<file path="config.mk">
export PLATFORM = sky130hd
export DESIGN_NAME = rx54_decoder
export DESIGN_NICKNAME = d
export VERILOG_FILES = /design/src/rtl/rx54_pkg.sv /design/src/rtl/rx54_rst_sync.sv /design/src/rtl/rx54_cg_class.sv /design/src/rtl/rx54_fsm.sv /design/src/rtl/rx54_decoder.sv
export SDC_FILE = /design/constraint.sdc
export NUM_CORES = 1
export LEC_CHECK = 0
export ABC_AREA = 0
export BUFFER_PORTS_ARGS = -buffer_cell sky130_fd_sc_hd__buf_2
export CAP_MARGIN = 20
export CORE_MARGIN = 3
export CORE_UTILIZATION = 57
export DETAILED_ROUTE_END_ITERATION = 10
export PLACE_DENSITY_LB_ADDON = 0.2
export SLEW_MARGIN = 20
export SYNTH_ARGS = -nofsm -noshare
export SYNTH_HDL_FRONTEND = slang
export SYNTH_SLANG_ARGS = --single-unit
</file>
<file path="constraint.sdc">
create_clock -name clk -period 1.7 [get_ports clk]
set_clock_uncertainty 0.05 [all_clocks]
set_input_delay 0 -clock clk [delete_from_list [all_inputs] [get_ports clk]]
set_output_delay 0 -clock clk [all_outputs]
set_load 0.005 [all_outputs]
</file>
<file path="src/rtl/rx54_pkg.sv">
package rx54_pkg;
  localparam int CG_W  = 5;
  localparam int NIB_W = 4;

  localparam logic [CG_W-1:0] CG_IDLE = 5'b11111;
  localparam logic [CG_W-1:0] CG_J    = 5'b11000;
  localparam logic [CG_W-1:0] CG_K    = 5'b10001;
  localparam logic [CG_W-1:0] CG_T    = 5'b01101;
  localparam logic [CG_W-1:0] CG_R    = 5'b00111;

  localparam logic [NIB_W-1:0] NIB_PRE  = 4'b0101;
  localparam logic [NIB_W-1:0] NIB_BAD  = 4'b1110;
  localparam logic [NIB_W-1:0] NIB_NONE = '0;

  typedef enum logic [2:0] {
    ST_IDLE  = 3'd0,
    ST_KSLOT = 3'd1,
    ST_DATA  = 3'd2,
    ST_RSLOT = 3'd3,
    ST_BAD   = 3'd4
  } rx_state_e;

  typedef struct packed {
    logic             is_data;
    logic [NIB_W-1:0] nib;
    logic             is_idle;
    logic             is_j;
    logic             is_t;
  } cg_info_t;
endpackage

</file>
<file path="src/rtl/rx54_rst_sync.sv">
module rx54_rst_sync #(
  parameter int STAGES = 2
) (
  input  logic clk,
  input  logic rst_n,
  output logic rst_sync_n
);
  logic [STAGES-1:0] chain_q;

  always_ff @(posedge clk or negedge rst_n) begin
    if (!rst_n) chain_q <= '0;
    else        chain_q <= {chain_q[STAGES-2:0], 1'b1};
  end

  assign rst_sync_n = chain_q[STAGES-1];
endmodule

</file>
<file path="src/rtl/rx54_cg_class.sv">
module rx54_cg_class
  import rx54_pkg::*;
(
  input  logic [CG_W-1:0] cg,
  output cg_info_t        info
);
  always_comb begin
    info         = '0;
    info.is_data = 1'b1;
    unique case (cg)
      5'b11110: info.nib = 4'h0;
      5'b01001: info.nib = 4'h1;
      5'b10100: info.nib = 4'h2;
      5'b10101: info.nib = 4'h3;
      5'b01010: info.nib = 4'h4;
      5'b01011: info.nib = 4'h5;
      5'b01110: info.nib = 4'h6;
      5'b01111: info.nib = 4'h7;
      5'b10010: info.nib = 4'h8;
      5'b10011: info.nib = 4'h9;
      5'b10110: info.nib = 4'hA;
      5'b10111: info.nib = 4'hB;
      5'b11010: info.nib = 4'hC;
      5'b11011: info.nib = 4'hD;
      5'b11100: info.nib = 4'hE;
      5'b11101: info.nib = 4'hF;
      default:  info.is_data = 1'b0;
    endcase
    info.is_idle = (cg == CG_IDLE);
    info.is_j    = (cg == CG_J);
    info.is_t    = (cg == CG_T);
  end
endmodule

</file>
<file path="src/rtl/rx54_fsm.sv">
module rx54_fsm
  import rx54_pkg::*;
(
  input  logic             clk,
  input  logic             rst_n,
  input  cg_info_t         prev,
  input  logic [CG_W-1:0]  cur_cg,
  output logic [NIB_W-1:0] rxd,
  output logic             rx_dv,
  output logic             rx_er,
  output logic             crs
);
  rx_state_e        st_q, st_d;
  logic [NIB_W-1:0] rxd_d;
  logic             dv_d, er_d, crs_d;
  logic             cur_idle, cur_k, cur_r;
  logic             pair_jk, pair_tr, pair_ii;

  assign cur_idle = (cur_cg == CG_IDLE);
  assign cur_k    = (cur_cg == CG_K);
  assign cur_r    = (cur_cg == CG_R);
  assign pair_jk  = prev.is_j && cur_k;
  assign pair_tr  = prev.is_t && cur_r;
  assign pair_ii  = prev.is_idle && cur_idle;

  // next-state and next-output
  always_comb begin
    st_d  = st_q;
    rxd_d = NIB_NONE;
    dv_d  = 1'b0;
    er_d  = 1'b0;
    crs_d = 1'b0;
    unique case (st_q)
      ST_IDLE: begin
        if (!prev.is_idle) begin
          crs_d = 1'b1;
          if (pair_jk) begin
            st_d  = ST_KSLOT;
            rxd_d = NIB_PRE;
            dv_d  = 1'b1;
          end else begin
            st_d  = ST_BAD;
            rxd_d = NIB_BAD;
            er_d  = 1'b1;
          end
        end
      end
      ST_KSLOT: begin
        st_d  = ST_DATA;
        rxd_d = NIB_PRE;
        dv_d  = 1'b1;
        crs_d = 1'b1;
      end
      ST_DATA: begin
        if (pair_tr) begin
          st_d = ST_RSLOT;
        end else if (pair_ii) begin
          st_d = ST_IDLE;
        end else begin
          dv_d  = 1'b1;
          crs_d = 1'b1;
          if (prev.is_data) rxd_d = prev.nib;
          else              er_d  = 1'b1;
        end
      end
      ST_RSLOT: st_d = ST_IDLE;
      ST_BAD: begin
        if (pair_ii) begin
          st_d = ST_IDLE;
        end else begin
          rxd_d = NIB_BAD;
          er_d  = 1'b1;
          crs_d = 1'b1;
        end
      end
      default: st_d = ST_IDLE;
    endcase
  end

  // registers
  always_ff @(posedge clk or negedge rst_n) begin
    if (!rst_n) begin
      st_q  <= ST_IDLE;
      rxd   <= NIB_NONE;
      rx_dv <= 1'b0;
      rx_er <= 1'b0;
      crs   <= 1'b0;
    end else begin
      st_q  <= st_d;
      rxd   <= rxd_d;
      rx_dv <= dv_d;
      rx_er <= er_d;
      crs   <= crs_d;
    end
  end

  assert_quiet_idle_R2: assert property (@(posedge clk) disable iff (!rst_n)
    (st_q == ST_IDLE && prev.is_idle) |=> (!crs && !rx_dv && !rx_er));

  assert_preamble_first_R3: assert property (@(posedge clk) disable iff (!rst_n)
    $rose(rx_dv) |-> (rxd == NIB_PRE && !rx_er));

  assert_preamble_second_R3: assert property (@(posedge clk) disable iff (!rst_n)
    $rose(rx_dv) |=> (rx_dv && rxd == NIB_PRE));

  assert_dv_has_carrier_R4: assert property (@(posedge clk) disable iff (!rst_n)
    rx_dv |-> crs);

  assert_end_quiet_R6: assert property (@(posedge clk) disable iff (!rst_n)
    (st_q == ST_RSLOT) |-> (!rx_dv && !crs && !rx_er));

  assert_bad_nibble_R8: assert property (@(posedge clk) disable iff (!rst_n)
    (rx_er && !rx_dv) |-> (rxd == NIB_BAD && crs));

  assert_error_has_carrier_R9: assert property (@(posedge clk) disable iff (!rst_n)
    rx_er |-> crs);
endmodule

</file>
<file path="src/rtl/rx54_decoder.sv">
module rx54_decoder
  import rx54_pkg::*;
(
  input  logic             clk,
  input  logic             rst_n,
  input  logic [CG_W-1:0]  cg_in,
  output logic [NIB_W-1:0] rxd,
  output logic             rx_dv,
  output logic             rx_er,
  output logic             crs
);
  logic            rst_s_n;
  logic [CG_W-1:0] prev_cg_q;
  cg_info_t        prev_info;

  rx54_rst_sync #(.STAGES(2)) u_rst (
    .clk        (clk),
    .rst_n      (rst_n),
    .rst_sync_n (rst_s_n)
  );

  // one code-group of lookahead
  always_ff @(posedge clk or negedge rst_s_n) begin
    if (!rst_s_n) prev_cg_q <= CG_IDLE;
    else          prev_cg_q <= cg_in;
  end

  rx54_cg_class u_class (
    .cg   (prev_cg_q),
    .info (prev_info)
  );

  rx54_fsm u_fsm (
    .clk    (clk),
    .rst_n  (rst_s_n),
    .prev   (prev_info),
    .cur_cg (cg_in),
    .rxd    (rxd),
    .rx_dv  (rx_dv),
    .rx_er  (rx_er),
    .crs    (crs)
  );
endmodule

</file>
== After elaboration in Yosys (flattened, before gate mapping) ==
Index checks and enable logic that the tools add are counted.
Widths: inputs -> output; s select.

* Reductions and logical operators: 5
* Equal/unequal tests: 26
* Mux-type cells: 27

{| class="wikitable"
|+ Operators with widths
! kind !! number
|-
| $eq 5x5->1 const B || 15
|-
| $pmux 4 s15 || 1
|-
| $eq 5x4->1 const B || 6
|-
| $mux 4 || 6
|-
| $pmux 4 s4 || 1
|-
| $reduce_or 16->1 || 1
|-
| $mux 3 || 4
|-
| $pmux 3 s4 || 1
|-
| $mux 1 || 11
|-
| $pmux 1 s3 || 2
|-
| $eq 5x3->1 const B || 1
|-
| $pmux 1 s4 || 1
|-
| $eq 3x1->1 const B || 1
|-
| $eq 3x2->1 const B || 1
|-
| $eq 3x3->1 const B || 1
|-
| $logic_and 1x1->1 || 3
|-
| $logic_not 3->1 || 1
|-
| $ne 2x2->1 const B || 1
|}

* Input bits: 7
* Register bits after elaboration: 17
* Logic and storage cells: 65
* Output and inout port bits: 7

== Depth between registers and ports, before layout ==
* Word-level depth: 7
* Mapped depth: 5
* Depth with buffers taken out: 4

== By module ==
A second synthesis with hierarchy kept.

* Cells, all modules: 74
* Area, all modules: 834.6 um^2

{| class="wikitable"
|+ Modules (own cells, without submodules)
! module !! cells each !! instances !! area an instance (um^2)
|-
| rx54_fsm || 40 || 1 || 470.5
|-
| rx54_cg_class || 26 || 1 || 178.9
|-
| rx54_decoder || 5 || 1 || 131.4
|-
| rx54_rst_sync || 3 || 1 || 53.8
|}

== Worst setup path before layout ==
Ideal clock, no wire load.

* Kind: register -> register
* Start point: reg prev_cg_q[4]
* End point: reg u_fsm.rxd[3]
* Setup slack: 0.263 ns
* Stages on the path, launching flop included: 6
* Data required time: 1.514 ns
* Setup time: 0.136 ns
* Buffers on the path: 1
* Arrival: 1.252 ns
* Cells stage by stage: dfstp_2 buf_2 and4_2 nand2_1 o211ai_2 o21ai_0

* Word-level cells in the longest chain between the ends: 7

{| class="wikitable"
|+ Ends and longest elaborated chain
! item !! RTL line !! RTL
|-
| from (decl) || rx54_decoder.sv:13 || <nowiki>logic [CG_W-1:0] prev_cg_q;</nowiki>
|-
| from (signal assigned) || rx54_decoder.sv:25 || <nowiki>else prev_cg_q <= cg_in;</nowiki>
|-
| $eq 5x5->1 or $eq 5x4->1 (tied branches) || rx54_cg_class.sv:10 || <nowiki>unique case (cg)</nowiki>
|-
| $reduce_or 16->1 (no source line) || -- ||
|-
| $mux 1 || rx54_cg_class.sv:10 ||
|-
| $mux 4 || rx54_fsm.sv:62 || <nowiki>if (prev.is_data) rxd_d = prev.nib;</nowiki>
|-
| $mux 4 || rx54_fsm.sv:57 || <nowiki>end else if (pair_ii) begin</nowiki>
|-
| $mux 4 || rx54_fsm.sv:55 || <nowiki>if (pair_tr) begin</nowiki>
|-
| $pmux 4 s4 * || rx54_fsm.sv:33 || <nowiki>unique case (st_q)</nowiki>
|-
| via u_fsm.rxd_d[3] || rx54_fsm.sv:14 || <nowiki>logic [NIB_W-1:0] rxd_d;</nowiki>
|-
| to (signal assigned) || rx54_fsm.sv:90 || <nowiki>rxd <= rxd_d;</nowiki>
|-
| to (decl) || rx54_fsm.sv:8 || <nowiki>output logic [NIB_W-1:0] rxd,</nowiki>
|}

Mark *: on every way through the listed nets, which the timed path passes. The rest lies on a longest branch.
A chain may end at the register's enable or synchronous reset.

== Final worst setup path ==
* Start point: reg prev_cg_q[1]
* End point: reg u_fsm.rxd[3]

Same word-level chain as after synthesis.

==> summary.md <==
| Metric | Value |
|---|---|
| Rows | 13 |
| Launch point of the worst reg-to-reg path | prev_cg_q[1]$_DFF_PN1_ |
| Peak supply drop | ~0.00057 V |
| Critical Path Sink Type | flop |
| Max Cap Viol | 0 |
| Final slew viol count | 0 |
| Yosys top cell by area | dfrtp_1 |
| Reg2Reg Depth | 4 |
| Kind of critical path | flop to flop |
| Max H-tree Level | 1 |
| Worst Path Arrival | ~1.7 ns |
| Gr usage total | 20.70% |
| Most common cell in the synthesized netlist | dfrtp_1 |
| Leak | between 0.3 and 0.4 nW |
| WL/cell | 15.00 microns |
| Nets | between 100 and 150 |
| Crit path launch | prev_cg_q[1]$_DFF_PN1_ |
| Final period util | 92.54% |
| Die height | between 40 and 50 microns |
| Largest net degree at the start of global routing | 16 |
| Async SR Flop Fraction | 100.0% |
| Final Setup Violations | 0 |
| Top-area cell type share of the netlist area | roughly 35% |
| Setup ws final | around 0.13 ns |
| Met1 usage | a little under a quarter |
| Total grt overflow | 0 |
| Fmax | roughly 640 MHz |
| Finished Cell Area | roughly 1000 sq um |
| Post-route minimum period | about 1.6 ns |
| Syn Nets | just under 90 |
| Grt peak-use layer | met2 |
| Post-Syn Area | 868.3 sq um |
| Crit-path max FO | 11 |
| Detailed Place HPWL | 1.210 mm |
| Setup TNS | 0 ns |
| Final core occ | 73.99% |
| Die Width | 45.03 microns |
| Iter 0 DRT Violations | 20 |
| Seq cells post-synth | 17 |
| Hold WC Path Type | flop to asynchronous set/reset pin |
| Number of diodes | 0 |
| Placed Cells | 105 |
| PwrDens | ~700 nW/um^2 |
| Area Overhead vs Synth | 16.43% |
| CTS Buf Count | 3 |
| DRT antenna net count | 0 |
| Worst reg-to-reg setup slack | between 0.1 and 0.15 ns |
| Postcts setup bufs | 0 |
| CTS Buffer Depth | 2 |
| Die area | just over 2000 sq um |
| Vias | around 700 |
| FF-to-FF End | u_fsm.rxd[3]$_DFF_PN0_ |
| Met3 Usage GRT | 3.984% |
| Via density | just over 6 |
| Post-Syn Area per Cell | 10.72 sq um |
| Worst hold margin | a little under 0.2 ns |
| Met2 Usage GRT | a little over a third |
| Ys flop type | dfrtp_1 |
| Syn Inst Count | 81 |
| Top cells by count, synth | 12 x dfrtp_1, 9 x nand2_1, 6 x o21ai_0, 5 x dfstp_2, 5 x nor2_1 |
| Status | completed |
| Placement Setup Slack | about 0.14 ns |
| Startpoint Class | flop |
| Total Wirelength | between 1.5 and 2 mm |
| DRC | 0 |
| Critical path destination | u_fsm.rxd[3]$_DFF_PN0_ |
| Slew @ Worst Pin | about 0.6 ns |
| CTS tree | yes |
| Yosys warning count | 0 |
| I/O pin cnt | 14 |
| Post-synth EDFFs | 0 |
| Seq/Total Area, Yosys | about half |
| Num Clock Sinks | 17 |
| Synth cell types | 36 |
| Vias in the first global route | roughly 680 |
| Fin cells | 116 |
| Worst path required time | between 1.5 and 2 ns |
| Total Power | between 0.7 and 0.8 mW |
| Worst-path clk slew | ~0.1 ns |
| Layout cells sized above 1 | between 30% and 40% |
| Number of antenna violations at the first check in global routing | 0 |
| Placed instance area | approximately 910 sq um |
| Port bufs | 13 |
| RSZ-0062 raised after global routing | false |
| Core footprint | roughly 1400 sq um |
| Starting Density | ~64% |
| Worst slew margin | 60.21% |
| Clock Latency Late Sink | between 0.2 and 0.3 ns |
| Area contributors post-synth | dfrtp_1 35%, dfstp_2 15%, nand2_1 3.9% |
| First-pass GRT wire length | 2.939 mm |
| Final Hold Violating Endpoints | 0 |
| Gpl congestion | 0.7896 |
| Initial DRT Pass Iterations | 4 |
| Clk root buf | clkbuf_4 |
layout by cell type, fill, tap and decap left out, drive strengths merged, types with 2 or more instances in the layout:
cell type,n
nand4,4
and4,3
dfstp,5
nand3,3
xor2,3
clkbuf,3
nor3b,3
a21oi,2
nand2b,2
buf,13
inv,3
dfrtp,12
dlygate4sd3,7
o21ai,7
a21boi,2
nand2,9
nor2,5
routing by layer:
layer | vias up | routed length (microns)
met4 | 0 | 75
li1 | 330 | -
met3 | 8 | 94
met1 | 334 | 708
met5 | - | 0
met2 | 30 | 862
final cells by class:
type | count | area [sq um]
clock buffer | 3 | 22.52
clock inverter | 1 | 5.005
fill | 106 | 355.3
inverter | 3 | 11.26
multi-input combinational | 57 | 386.6
sequential | 17 | 431.7
tap | 15 | 18.77
timing repair buffer | 20 | 135.1
timing repair:
item | 4_1_cts | 5_1_grt
hold buffers | 7 | 0
endpoints found under the setup margin | 0 | 0
endpoints found under the hold margin | 7 | 0
gates resized for setup | 0 | 0
sequential cells by signal (all words and copies together), names as in the netlist:
signal / flops
u_rst.chain_q: 2
u_fsm.rx_dv: 1
prev_cg_q: 5
u_fsm.rx_er: 1
u_fsm.st_q: 3
u_fsm.crs: 1
u_fsm.rxd: 4
power breakdown:
part	leakage (nW)	internal, mW	total [mW]	switching, mW
Clock	0.0177	0.0875	0.211	0.124
Combinational	0.195	0.0291	0.0542	0.0251
Sequential	0.184	0.418	0.440	0.0220
how the worst min path moves through the flow:
stage / to / slack [ns]
finish: u_fsm.crs$_DFF_PN0_ / 0.20
global route: u_fsm.rxd[2]$_DFF_PN0_ / 0.25
CTS: u_fsm.crs$_DFF_PN0_ / 0.21
detailed placement: u_rst.chain_q[0]$_DFF_PN0_ / -0.26
global placement: u_rst.chain_q[0]$_DFF_PN0_ / -0.27
floorplan: u_rst.chain_q[0]$_DFF_PN0_ / -0.35
critical path: stages (launching register included):
cell and delay, ns:
dfstp_2 0.67, and4_2 0.26, nand2_1 0.10, o211ai_2 0.24
o21ai_0 0.13
kinds of logic after synthesis:
| family | Yosys count | synth area share [%] |
|---|---|---|
| and+or+nand+nor | 33 | 23.63 |
| AOI/OAI and AO/OA | 20 | 17.44 |
| DFF | 17 | 49.71 |
| buffers and inverters | 7 | 5.763 |
| xor gates and xnor gates | 3 | 3.026 |
| other | 1 | 0.4319 |
Note: power is estimated with default switching activity, not from simulation.
